==> src/rtl/pio_pkg.sv <==
package pio_pkg;
  localparam int REG_W = 16;

  typedef enum logic [1:0] {
    BANK_MODE = 2'b00,
    BANK_DATA = 2'b01,
    BANK_ICTL = 2'b10,
    BANK_STAT = 2'b11
  } bank_e;

  typedef enum logic [1:0] {
    PM_IN    = 2'b00,
    PM_OUT   = 2'b01,
    PM_RSV_A = 2'b10,
    PM_RSV_B = 2'b11
  } pin_mode_e;
endpackage

==> src/rtl/pio_sync.sv <==
module pio_sync #(
  parameter int W = 8
) (
  input  logic         clk,
  input  logic         rst,
  input  logic [W-1:0] async_in,
  output logic [W-1:0] sync_out
);
  logic [W-1:0] meta_q;
  logic [W-1:0] sync_q;

  always_ff @(posedge clk) begin
    if (rst) begin
      meta_q <= '0;
      sync_q <= '0;
    end else begin
      meta_q <= async_in;
      sync_q <= meta_q;
    end
  end

  assign sync_out = sync_q;
endmodule

==> src/rtl/pio_decode.sv <==
module pio_decode
  import pio_pkg::*;
#(
  parameter int NUM_PORTS = 5,
  parameter int PORT_AW   = 3,
  parameter int ADDR_W    = PORT_AW + 3
) (
  input  logic                 bus_sel,
  input  logic                 bus_we,
  input  logic [ADDR_W-1:0]    bus_addr,
  output logic                 hit,
  output bank_e                bank,
  output logic [PORT_AW-1:0]   port,
  output logic [NUM_PORTS-1:0] wr_mode,
  output logic [NUM_PORTS-1:0] wr_data,
  output logic [NUM_PORTS-1:0] wr_ictl,
  output logic [NUM_PORTS-1:0] wr_stat
);
  assign port = bus_addr[PORT_AW:1];
  assign bank = bank_e'(bus_addr[ADDR_W-1:ADDR_W-2]);
  assign hit  = bus_sel && !bus_addr[0] && (int'(port) < NUM_PORTS);

  for (genvar p = 0; p < NUM_PORTS; p++) begin : g_strobe
    logic wr_here;
    assign wr_here    = hit && bus_we && (port == PORT_AW'(p));
    assign wr_mode[p] = wr_here && (bank == BANK_MODE);
    assign wr_data[p] = wr_here && (bank == BANK_DATA);
    assign wr_ictl[p] = wr_here && (bank == BANK_ICTL);
    assign wr_stat[p] = wr_here && (bank == BANK_STAT);
  end
endmodule

==> src/rtl/pio_port.sv <==
module pio_port
  import pio_pkg::*;
#(
  parameter int PINS = 8
) (
  input  logic              clk,
  input  logic              rst,
  input  logic              wr_mode,
  input  logic              wr_data,
  input  logic              wr_ictl,
  input  logic              wr_stat,
  input  logic [REG_W-1:0]  wdata,
  input  logic [PINS-1:0]   pin_in,
  output logic [2*PINS-1:0] mode_q,
  output logic [2*PINS-1:0] ictl_q,
  output logic [PINS-1:0]   data_q,
  output logic [PINS-1:0]   level,
  output logic [PINS-1:0]   stat_q,
  output logic [PINS-1:0]   oe
);
  logic [PINS-1:0] prev_q;
  logic [PINS-1:0] set_vec;
  logic [PINS-1:0] clr_vec;

  pio_sync #(.W(PINS)) u_sync (
    .clk      (clk),
    .rst      (rst),
    .async_in (pin_in),
    .sync_out (level)
  );

  assign clr_vec = wr_stat ? wdata[PINS-1:0] : '0;

  always_ff @(posedge clk) begin
    if (rst) begin
      mode_q <= '0;
      data_q <= '0;
      ictl_q <= {{PINS{1'b0}}, {PINS{1'b1}}};
      stat_q <= '0;
      prev_q <= '0;
    end else begin
      prev_q <= level;
      if (wr_mode) mode_q <= wdata[2*PINS-1:0];
      if (wr_data) data_q <= wdata[PINS-1:0];
      if (wr_ictl) ictl_q <= wdata[2*PINS-1:0];
      // a fresh edge outranks a simultaneous clear
      stat_q <= set_vec | (stat_q & ~clr_vec);
    end
  end

  for (genvar i = 0; i < PINS; i++) begin : g_pin
    pin_mode_e fld;
    logic      rise;
    logic      fall;
    logic      hit_edge;
    assign fld      = pin_mode_e'(mode_q[2*i +: 2]);
    assign oe[i]    = (fld == PM_OUT);
    assign rise     = level[i] & ~prev_q[i];
    assign fall     = ~level[i] & prev_q[i];
    assign hit_edge = ictl_q[PINS+i] ? rise : fall;
    assign set_vec[i] = hit_edge & ~ictl_q[i];
  end
endmodule

==> src/rtl/pio_edge_ctrl.sv <==
module pio_edge_ctrl
  import pio_pkg::*;
#(
  parameter int NUM_PORTS = 5,
  parameter int PINS      = 8,
  parameter int PORT_AW   = $clog2(NUM_PORTS),
  parameter int ADDR_W    = PORT_AW + 3
) (
  input  logic                      clk,
  input  logic                      rst,
  input  logic                      bus_sel,
  input  logic                      bus_we,
  input  logic [ADDR_W-1:0]         bus_addr,
  input  logic [REG_W-1:0]          bus_wdata,
  output logic [REG_W-1:0]          bus_rdata,
  input  logic [NUM_PORTS*PINS-1:0] pin_in,
  output logic [NUM_PORTS*PINS-1:0] pin_out,
  output logic [NUM_PORTS*PINS-1:0] pin_oe,
  output logic                      irq
);
  localparam int NPIN = NUM_PORTS * PINS;

  logic                 hit;
  bank_e                bank;
  logic [PORT_AW-1:0]   port;
  logic [NUM_PORTS-1:0] wr_mode, wr_data, wr_ictl, wr_stat;

  logic [2*PINS-1:0] mode_a  [NUM_PORTS];
  logic [2*PINS-1:0] ictl_a  [NUM_PORTS];
  logic [PINS-1:0]   data_a  [NUM_PORTS];
  logic [PINS-1:0]   level_a [NUM_PORTS];
  logic [PINS-1:0]   stat_a  [NUM_PORTS];
  logic [NPIN-1:0]   stat_all;
  logic [NPIN-1:0]   mask_all;
  logic [REG_W-1:0]  rd_val;

  pio_decode #(
    .NUM_PORTS (NUM_PORTS),
    .PORT_AW   (PORT_AW),
    .ADDR_W    (ADDR_W)
  ) u_dec (
    .bus_sel  (bus_sel),
    .bus_we   (bus_we),
    .bus_addr (bus_addr),
    .hit      (hit),
    .bank     (bank),
    .port     (port),
    .wr_mode  (wr_mode),
    .wr_data  (wr_data),
    .wr_ictl  (wr_ictl),
    .wr_stat  (wr_stat)
  );

  for (genvar p = 0; p < NUM_PORTS; p++) begin : g_port
    pio_port #(.PINS(PINS)) u_port (
      .clk     (clk),
      .rst     (rst),
      .wr_mode (wr_mode[p]),
      .wr_data (wr_data[p]),
      .wr_ictl (wr_ictl[p]),
      .wr_stat (wr_stat[p]),
      .wdata   (bus_wdata),
      .pin_in  (pin_in[p*PINS +: PINS]),
      .mode_q  (mode_a[p]),
      .ictl_q  (ictl_a[p]),
      .data_q  (data_a[p]),
      .level   (level_a[p]),
      .stat_q  (stat_a[p]),
      .oe      (pin_oe[p*PINS +: PINS])
    );
    assign pin_out[p*PINS +: PINS]  = data_a[p];
    assign stat_all[p*PINS +: PINS] = stat_a[p];
    assign mask_all[p*PINS +: PINS] = ictl_a[p][PINS-1:0];
  end

  always_comb begin
    rd_val = '0;
    for (int p = 0; p < NUM_PORTS; p++) begin
      if (hit && !bus_we && (port == PORT_AW'(p))) begin
        case (bank)
          BANK_MODE: rd_val = REG_W'(mode_a[p]);
          BANK_DATA: rd_val = REG_W'(level_a[p]);
          BANK_ICTL: rd_val = REG_W'(ictl_a[p]);
          default:   rd_val = REG_W'(stat_a[p]);
        endcase
      end
    end
  end

  always_ff @(posedge clk) begin
    if (rst) begin
      bus_rdata <= '0;
      irq       <= 1'b0;
    end else begin
      bus_rdata <= rd_val;
      irq       <= |stat_all;
    end
  end
endmodule

==> config.mk <==
export PLATFORM = sky130hd
export DESIGN_NAME = pio_edge_ctrl
export DESIGN_NICKNAME = d
export VERILOG_FILES = /design/src/rtl/pio_pkg.sv /design/src/rtl/pio_sync.sv /design/src/rtl/pio_decode.sv /design/src/rtl/pio_port.sv /design/src/rtl/pio_edge_ctrl.sv
export SDC_FILE = /design/constraint.sdc
export NUM_CORES = 1
export LEC_CHECK = 0
export BUFFER_PORTS_ARGS = -buffer_cell sky130_fd_sc_hd__buf_2
export CORE_MARGIN = 3
export CORE_UTILIZATION = 40
export DETAILED_ROUTE_END_ITERATION = 8
export MAX_ROUTING_LAYER = met4
export SETUP_SLACK_MARGIN = 0.1
export SYNTH_ARGS = -nofsm -noshare
export SYNTH_HDL_FRONTEND = slang
export SYNTH_SLANG_ARGS = --single-unit
==> constraint.sdc <==
create_clock -name clk -period 2 [get_ports clk]
set_input_delay 0.2 -clock clk [delete_from_list [all_inputs] [get_ports clk]]
set_output_delay 0.2 -clock clk [all_outputs]
set_load 0.02 [all_outputs]
# Word-level counts from Yosys, hierarchy flattened
# Cells that the tools add are included.
[op_classes]
eq_ne = 47
order_cmp = 1
n_mux = 55
bitwise_logic = 255
reduce_logical = 39
[ops]
columns = ["operator", "count"]
rows = [
  ["$pmux W16 S3", 5],
  ["$and A1 B1 Y1", 120],
  ["$not A1 Y1", 120],
  ["$eq A2 B1 Y1 const B", 41],
  ["$mux W16", 5],
  ["$and A8 B8 Y8", 5],
  ["$mux W1", 40],
  ["$mux W8", 5],
  ["$not A8 Y8", 5],
  ["$or A8 B8 Y8", 5],
  ["$reduce_or A40 Y1", 1],
  ["$logic_and A1 B1 Y1", 34],
  ["$eq A3 B2 Y1 const B", 2],
  ["$eq A2 B2 Y1 const B", 2],
  ["$eq A3 B1 Y1 const B", 1],
  ["$eq A3 B3 Y1 const B", 1],
  ["$logic_not A3 Y1", 1],
  ["$lt A3 B3 Y1 const B", 1],
  ["$logic_not A1 Y1", 2],
  ["$logic_not A2 Y1", 1],
]
[word_totals]
reg_bits = 377
out_inout_bits = 97
wordCells = 434
input_bits = 66

# Logic depth before layout (Yosys ltp)
[depth]
depth_word = 10
depth_mapped = 7
depth_no_buf = 4

# Modules after synthesis
# Synthesis repeated with hierarchy kept, for this count alone.
[hier_totals]
hier_cells = 1423
area_unflattened_um2 = 16046.6
[modules_own_cells]
columns = ["mod", "n_inst", "seq_area_each_um2", "area_per_inst_um2", "cells_each"]
rows = [
  ["pio_port", 5, 1121.1, 2148.3, 196],
  ["pio_edge_ctrl", 1, 340.3, 2711.4, 236],
  ["pio_sync", 5, 320.3, 464.2, 33],
  ["pio_decode", 1, 0.0, 272.8, 42],
]

# Worst setup path before layout
# Ideal clock, no wire load.
[synth_timing]
kind = "input to register"
start = "input port bus_addr[2]"
end = "register g_port[2].u_port.stat_q[0]"
setup_ns = 0.117
path_buffers = 3
path_slack_ns = 0.354
t_arrival_ns = 1.529
stages = 7
required_ns = 1.883
path_cell_list = "buf_2 > nor2b_1 > clkbuf_1 > and3_1 > clkbuf_1 > nand2_1 > a32o_1"
[synth_via]
elab_chain_len = 9
elab_cells_between_ends = 10
cone_classes = "1 x order compare; 1 x eq/ne; 1 x mux; 3 x bitwise; 4 x reduce/logical"
[synth_lines]
columns = ["element", "line", "rtl"]
rows = [
  ["start: declaration", "pio_edge_ctrl.sv:13", "input logic [ADDR_W-1:0] bus_addr,"],
  ["$lt A3 B3 Y1", "pio_decode.sv:21", "assign hit = bus_sel && !bus_addr[0] && (int'(port) < NUM_PORTS);"],
  ["$logic_and A1 B1 Y1", "pio_decode.sv:21", ""],
  ["$logic_and A1 B1 Y1", "pio_decode.sv:25", "assign wr_here = hit && bus_we && (port == PORT_AW'(p));"],
  ["$logic_and A1 B1 Y1 *", "pio_decode.sv:25", ""],
  ["$logic_and A1 B1 Y1 *", "pio_decode.sv:29", "assign wr_stat[p] = wr_here && (bank == BANK_STAT);"],
  ["$mux W8 *", "pio_port.sv:32", "assign clr_vec = wr_stat ? wdata[PINS-1:0] : '0;"],
  ["$not A8 Y8 *", "pio_port.sv:47", "stat_q <= set_vec | (stat_q & ~clr_vec);"],
  ["$and A8 B8 Y8 *", "pio_port.sv:47", ""],
  ["$or A8 B8 Y8 *", "pio_port.sv:47", ""],
  ["end signal: assignment", "pio_port.sv:47", ""],
  ["end: declaration", "pio_port.sv:18", "output logic [PINS-1:0] stat_q,"],
]
# Mark *: on every way between the ends. The rest lies on a longest branch, timed or not.
# A chain may end at the register's enable or synchronous reset.

# Final worst setup path
[layout_timing]
start = "register g_port[1].u_port.stat_q[6]"
end = "register irq"
[layout_via]
elab_chain_len = 1
[layout_lines]
columns = ["element", "line", "rtl"]
rows = [
  ["start: declaration", "pio_port.sv:18", ""],
  ["start signal: assignment", "pio_port.sv:47", ""],
  ["$reduce_or A40 Y1", "pio_edge_ctrl.sv:96", "irq <= |stat_all;"],
  ["end signal: assignment", "pio_edge_ctrl.sv:96", ""],
  ["end: declaration", "pio_edge_ctrl.sv:19", "output logic irq"],
]
# No other way between the ends.

==> impl_results.md <==
- Synthesized area: roughly 0.015 sq mm
- Crit path max fanout: 3
- RSZ-0062 raised after global routing: no
- Skew-Pair Late Insertion Delay: 0.57 ns
- Share of cells above drive strength 1: 19.17%
- Worst EP arrival: roughly 2.2 ns
- YS warnings: 0
- Root buf cell: clkbuf_16
- Die W: ~200 um
- Antenna Cells: 0
- CP Class: reg2reg
- Achievable frequency: 0.5675 GHz
- Asr flop ratio synth: 0%
- Max VDD drop: 0.6075 mV
- FILL cells: 3578
- Initial DRT Pass Iterations: 6
- Sw power: 3.885 mW
- WL/cell: approximately 20 um
- Largest net degree at the start of global routing: ~170
- Wire length on met2: 22690 um
- CP cell instances: nor4_1 > nand4_1 > nor3_1 > nor2_1
- Vias in the first global route: 12410
- Port Buffer Count: 162
- #FFs+latches synth: 377
- Endpoints failing setup: 0
- Tot GR Track Use: roughly a quarter
- Slew margin rel.: 51.50%
- Pwr dens: 878.6 mW/mm^2
- CP max-delay cell: nor4_1
- Area delta synth->final: 22.79%
- Num ports: 163
- Clock slew at reported path FFs: 0.06 ns
- Most frequent cells in the layout: nand2_1 (391), dfxtp_1 (377), nor2b_1 (168)
- Sw Share: 23.37%
- Rows: just over 70
- Tightest Pin Transition: 0.7275 ns
- Max incr delay on CP: 0.57 ns
- First-pass GRT wire length: 75910 um
- H-Tree Level Count: 2
- Via density: 5.339
- Core outline area: 0.03784 sq mm
- Remaining DRCs: 0
- Fin crit period: 1.762 ns
- Largest area contributor in the netlist: dfxtp_1
- WHS: 0.03408 ns
- Max Transition Viols Final: 0
- Initial Util: 40.72%
- Drt initial violations: 1241
- Routed Antenna Nets: 0
- Comb power frac: 5.8%
- GPL Wtd Cong: 0.9344
- CTS tree: built
- Mapped Cells: 1728
- Initial antenna violation count: 1
- Clk pwr share: 47.9%
- Final Skew: approximately 0.025 ns
- Status: finished, final reports clean
- WL final: 50000 um
- Top_reg_cell synth: dfxtp_1
- Net Count, Synth: 1794
- Startpoint types: flip-flop
- Met3 WL: ~3700 um
- Worst EP required: roughly 2.4 ns
- Final hold vios: 0
- Seq pwr share: 46.3%
- Pleak: 7.701 nW
- Worst Setup End Kind: flip-flop
- Share of the synthesized area in the top cell type: 48.98%
- DRT met1 WL: 22130 um
- Netlist cell types: 47
- Area contributors post-synth: dfxtp_1 (49%), nand2_1 (9.5%), nor2b_1 (6.8%)
- # Max-Cap Violations: 0
- Top Metal Used: met4
- Detailed-placement wirelength estimate: ~35000 um
- Vias: around 13000
- GRT overflow: 0
- Final #Nets: between 1500 and 2000
- Die Y: 202.3 um
- Post-synth EDFFs: 0
- Die Footprint: 0.04092 sq mm
- HP Class: in2reg
- Clk buf depth: 3
- Commonest non-fill, non-tap cell in the layout: nand2_1
- Clk sinks: 377
- Post-synthesis sequential area ratio: 48.98%
- Internal Power: 12.74 mW
- Setup TNS: 0 ns
- Final worst-path cycle share: 88.11%
- CTS buffer count: 43
- Syn avg cell area: 8.918 sq um
[path summary, 6_finish.rpt]
| kind | from | end | slack (ns) | cells after the start |
|---|---|---|---|---|
| min reg2reg | g_port[2].u_port.u_sync.meta_q[7] | g_port[2].u_port.u_sync.sync_out[7] | 0.43 | 1 |
| min | bus_wdata[14] | g_port[2].u_port.mode_q[14] | 0.03 | 3 |
| max reg2reg | g_port[1].u_port.stat_q[6] | irq | 0.24 | 4 |
| max | g_port[1].u_port.stat_q[6] | irq | 0.24 | 4 |
[power by group through the flow]
stage | registers [mW] | logic [mW] | clock network, mW
2_1_floorplan | 7.83 | 0.547 | 0
3_3_place_gp | 7.86 | 0.895 | 0
3_5_place_dp | 7.86 | 0.898 | 0
4_1_cts | 7.69 | 0.965 | 8.12
5_1_grt | 7.71 | 1.03 | 8.42
6_report | 7.70 | 0.967 | 7.96
[metrics by stage]
| stage | utilization (%) | area (sq um) | setup WS [ns] | total power, mW | std cells |
|---|---|---|---|---|---|
| final | 50.00 | 18920 | 0.2378 | 16.63 | 2462 |
| after floorplan | - | 15410 | 0.3539 | 8.379 | 1728 |
| after global placement | 45.02 | 17040 | 0.03295 | 8.751 | 2339 |
| after detailed placement | 45.02 | 17040 | 0.01594 | 8.758 | 2339 |
| after global routing | 50.00 | 18920 | 0.1472 | 17.16 | 2462 |
| after CTS | 50.00 | 18920 | 0.2325 | 16.77 | 2462 |
[critical path: cells and delay by family (launching register included)]
kind / cells / cell delay [ns]
AND/OR/NAND/NOR: 4 / 1.27
flip-flops: 1 / 0.34
[routing by layer]
| layer | up-vias | track usage (%) |
|---|---|---|
| met4 | 0 | 8.364 |
| met2 | 544 | 37.89 |
| met5 | - | - |
| met1 | 6238 | 33.86 |
| li1 | 6270 | - |
| met3 | 93 | 3.431 |
[synthesized netlist by cell type, types with 2 or more instances]
master / number
nand2b_1: 3
or3_1: 6
nor2_1: 132
a22o_1: 3
clkbuf_1: 108
and2_1: 3
nand2_1: 391
and3b_1: 2
nand3b_1: 8
nor2b_1: 168
buf_2: 24
mux2i_1: 81
a211oi_1: 2
nor3_1: 3
o22ai_1: 6
o211ai_1: 6
mux4_2: 42
o221ai_1: 8
dfxtp_1: 377
a32o_1: 32
nor4_1: 10
o21ai_0: 37
or3b_2: 8
inv_2: 2
and3_1: 9
a21oi_1: 129
a31oi_1: 17
nand4_1: 11
nor3_2: 4
mux2_2: 7
nand3_1: 69
a311oi_1: 5
[area by class of cell]
cell class / instances / area, sq um / share of cell area (%)
flip-flops and latches: 377 / 7547 / 39.89
well taps: 511 / 639.4 / 3.379
inverters: 2 / 7.507 / 0.03967
multi-input cells: 1215 / 7318 / 38.68
repair buffers: 278 / 1967 / 10.39
clock inverters: 20 / 215.2 / 1.137
clock buffers: 59 / 1227 / 6.487
[logic make-up after synthesis]
group / share of synthesized area [%]
AOI/OAI and AO/OA: 9.873
buffers and inverters: 3.532
DFF: 48.98
muxes: 11.91
and+or+nand+nor: 25.71
[flip-flops by register name, summed over array words and instances, names as in the netlist]
register	cells
g_port.u_port.ictl_q	80
g_port.u_port.mode_q	80
g_port.u_port.data_q	40
g_port.u_port.prev_q	40
g_port.u_port.stat_q	40
g_port.u_port.u_sync.meta_q	40
g_port.u_port.u_sync.sync_out	40
bus_rdata	16
irq	1
[timing repair]
item | in CTS | in global routing
gates resized for setup | 0 | 0
buffers inserted | 0 | 0
hold buffers | 44 | 0
hold endpoints to repair | 54 | 0
(Power assumes the default switching activity.)
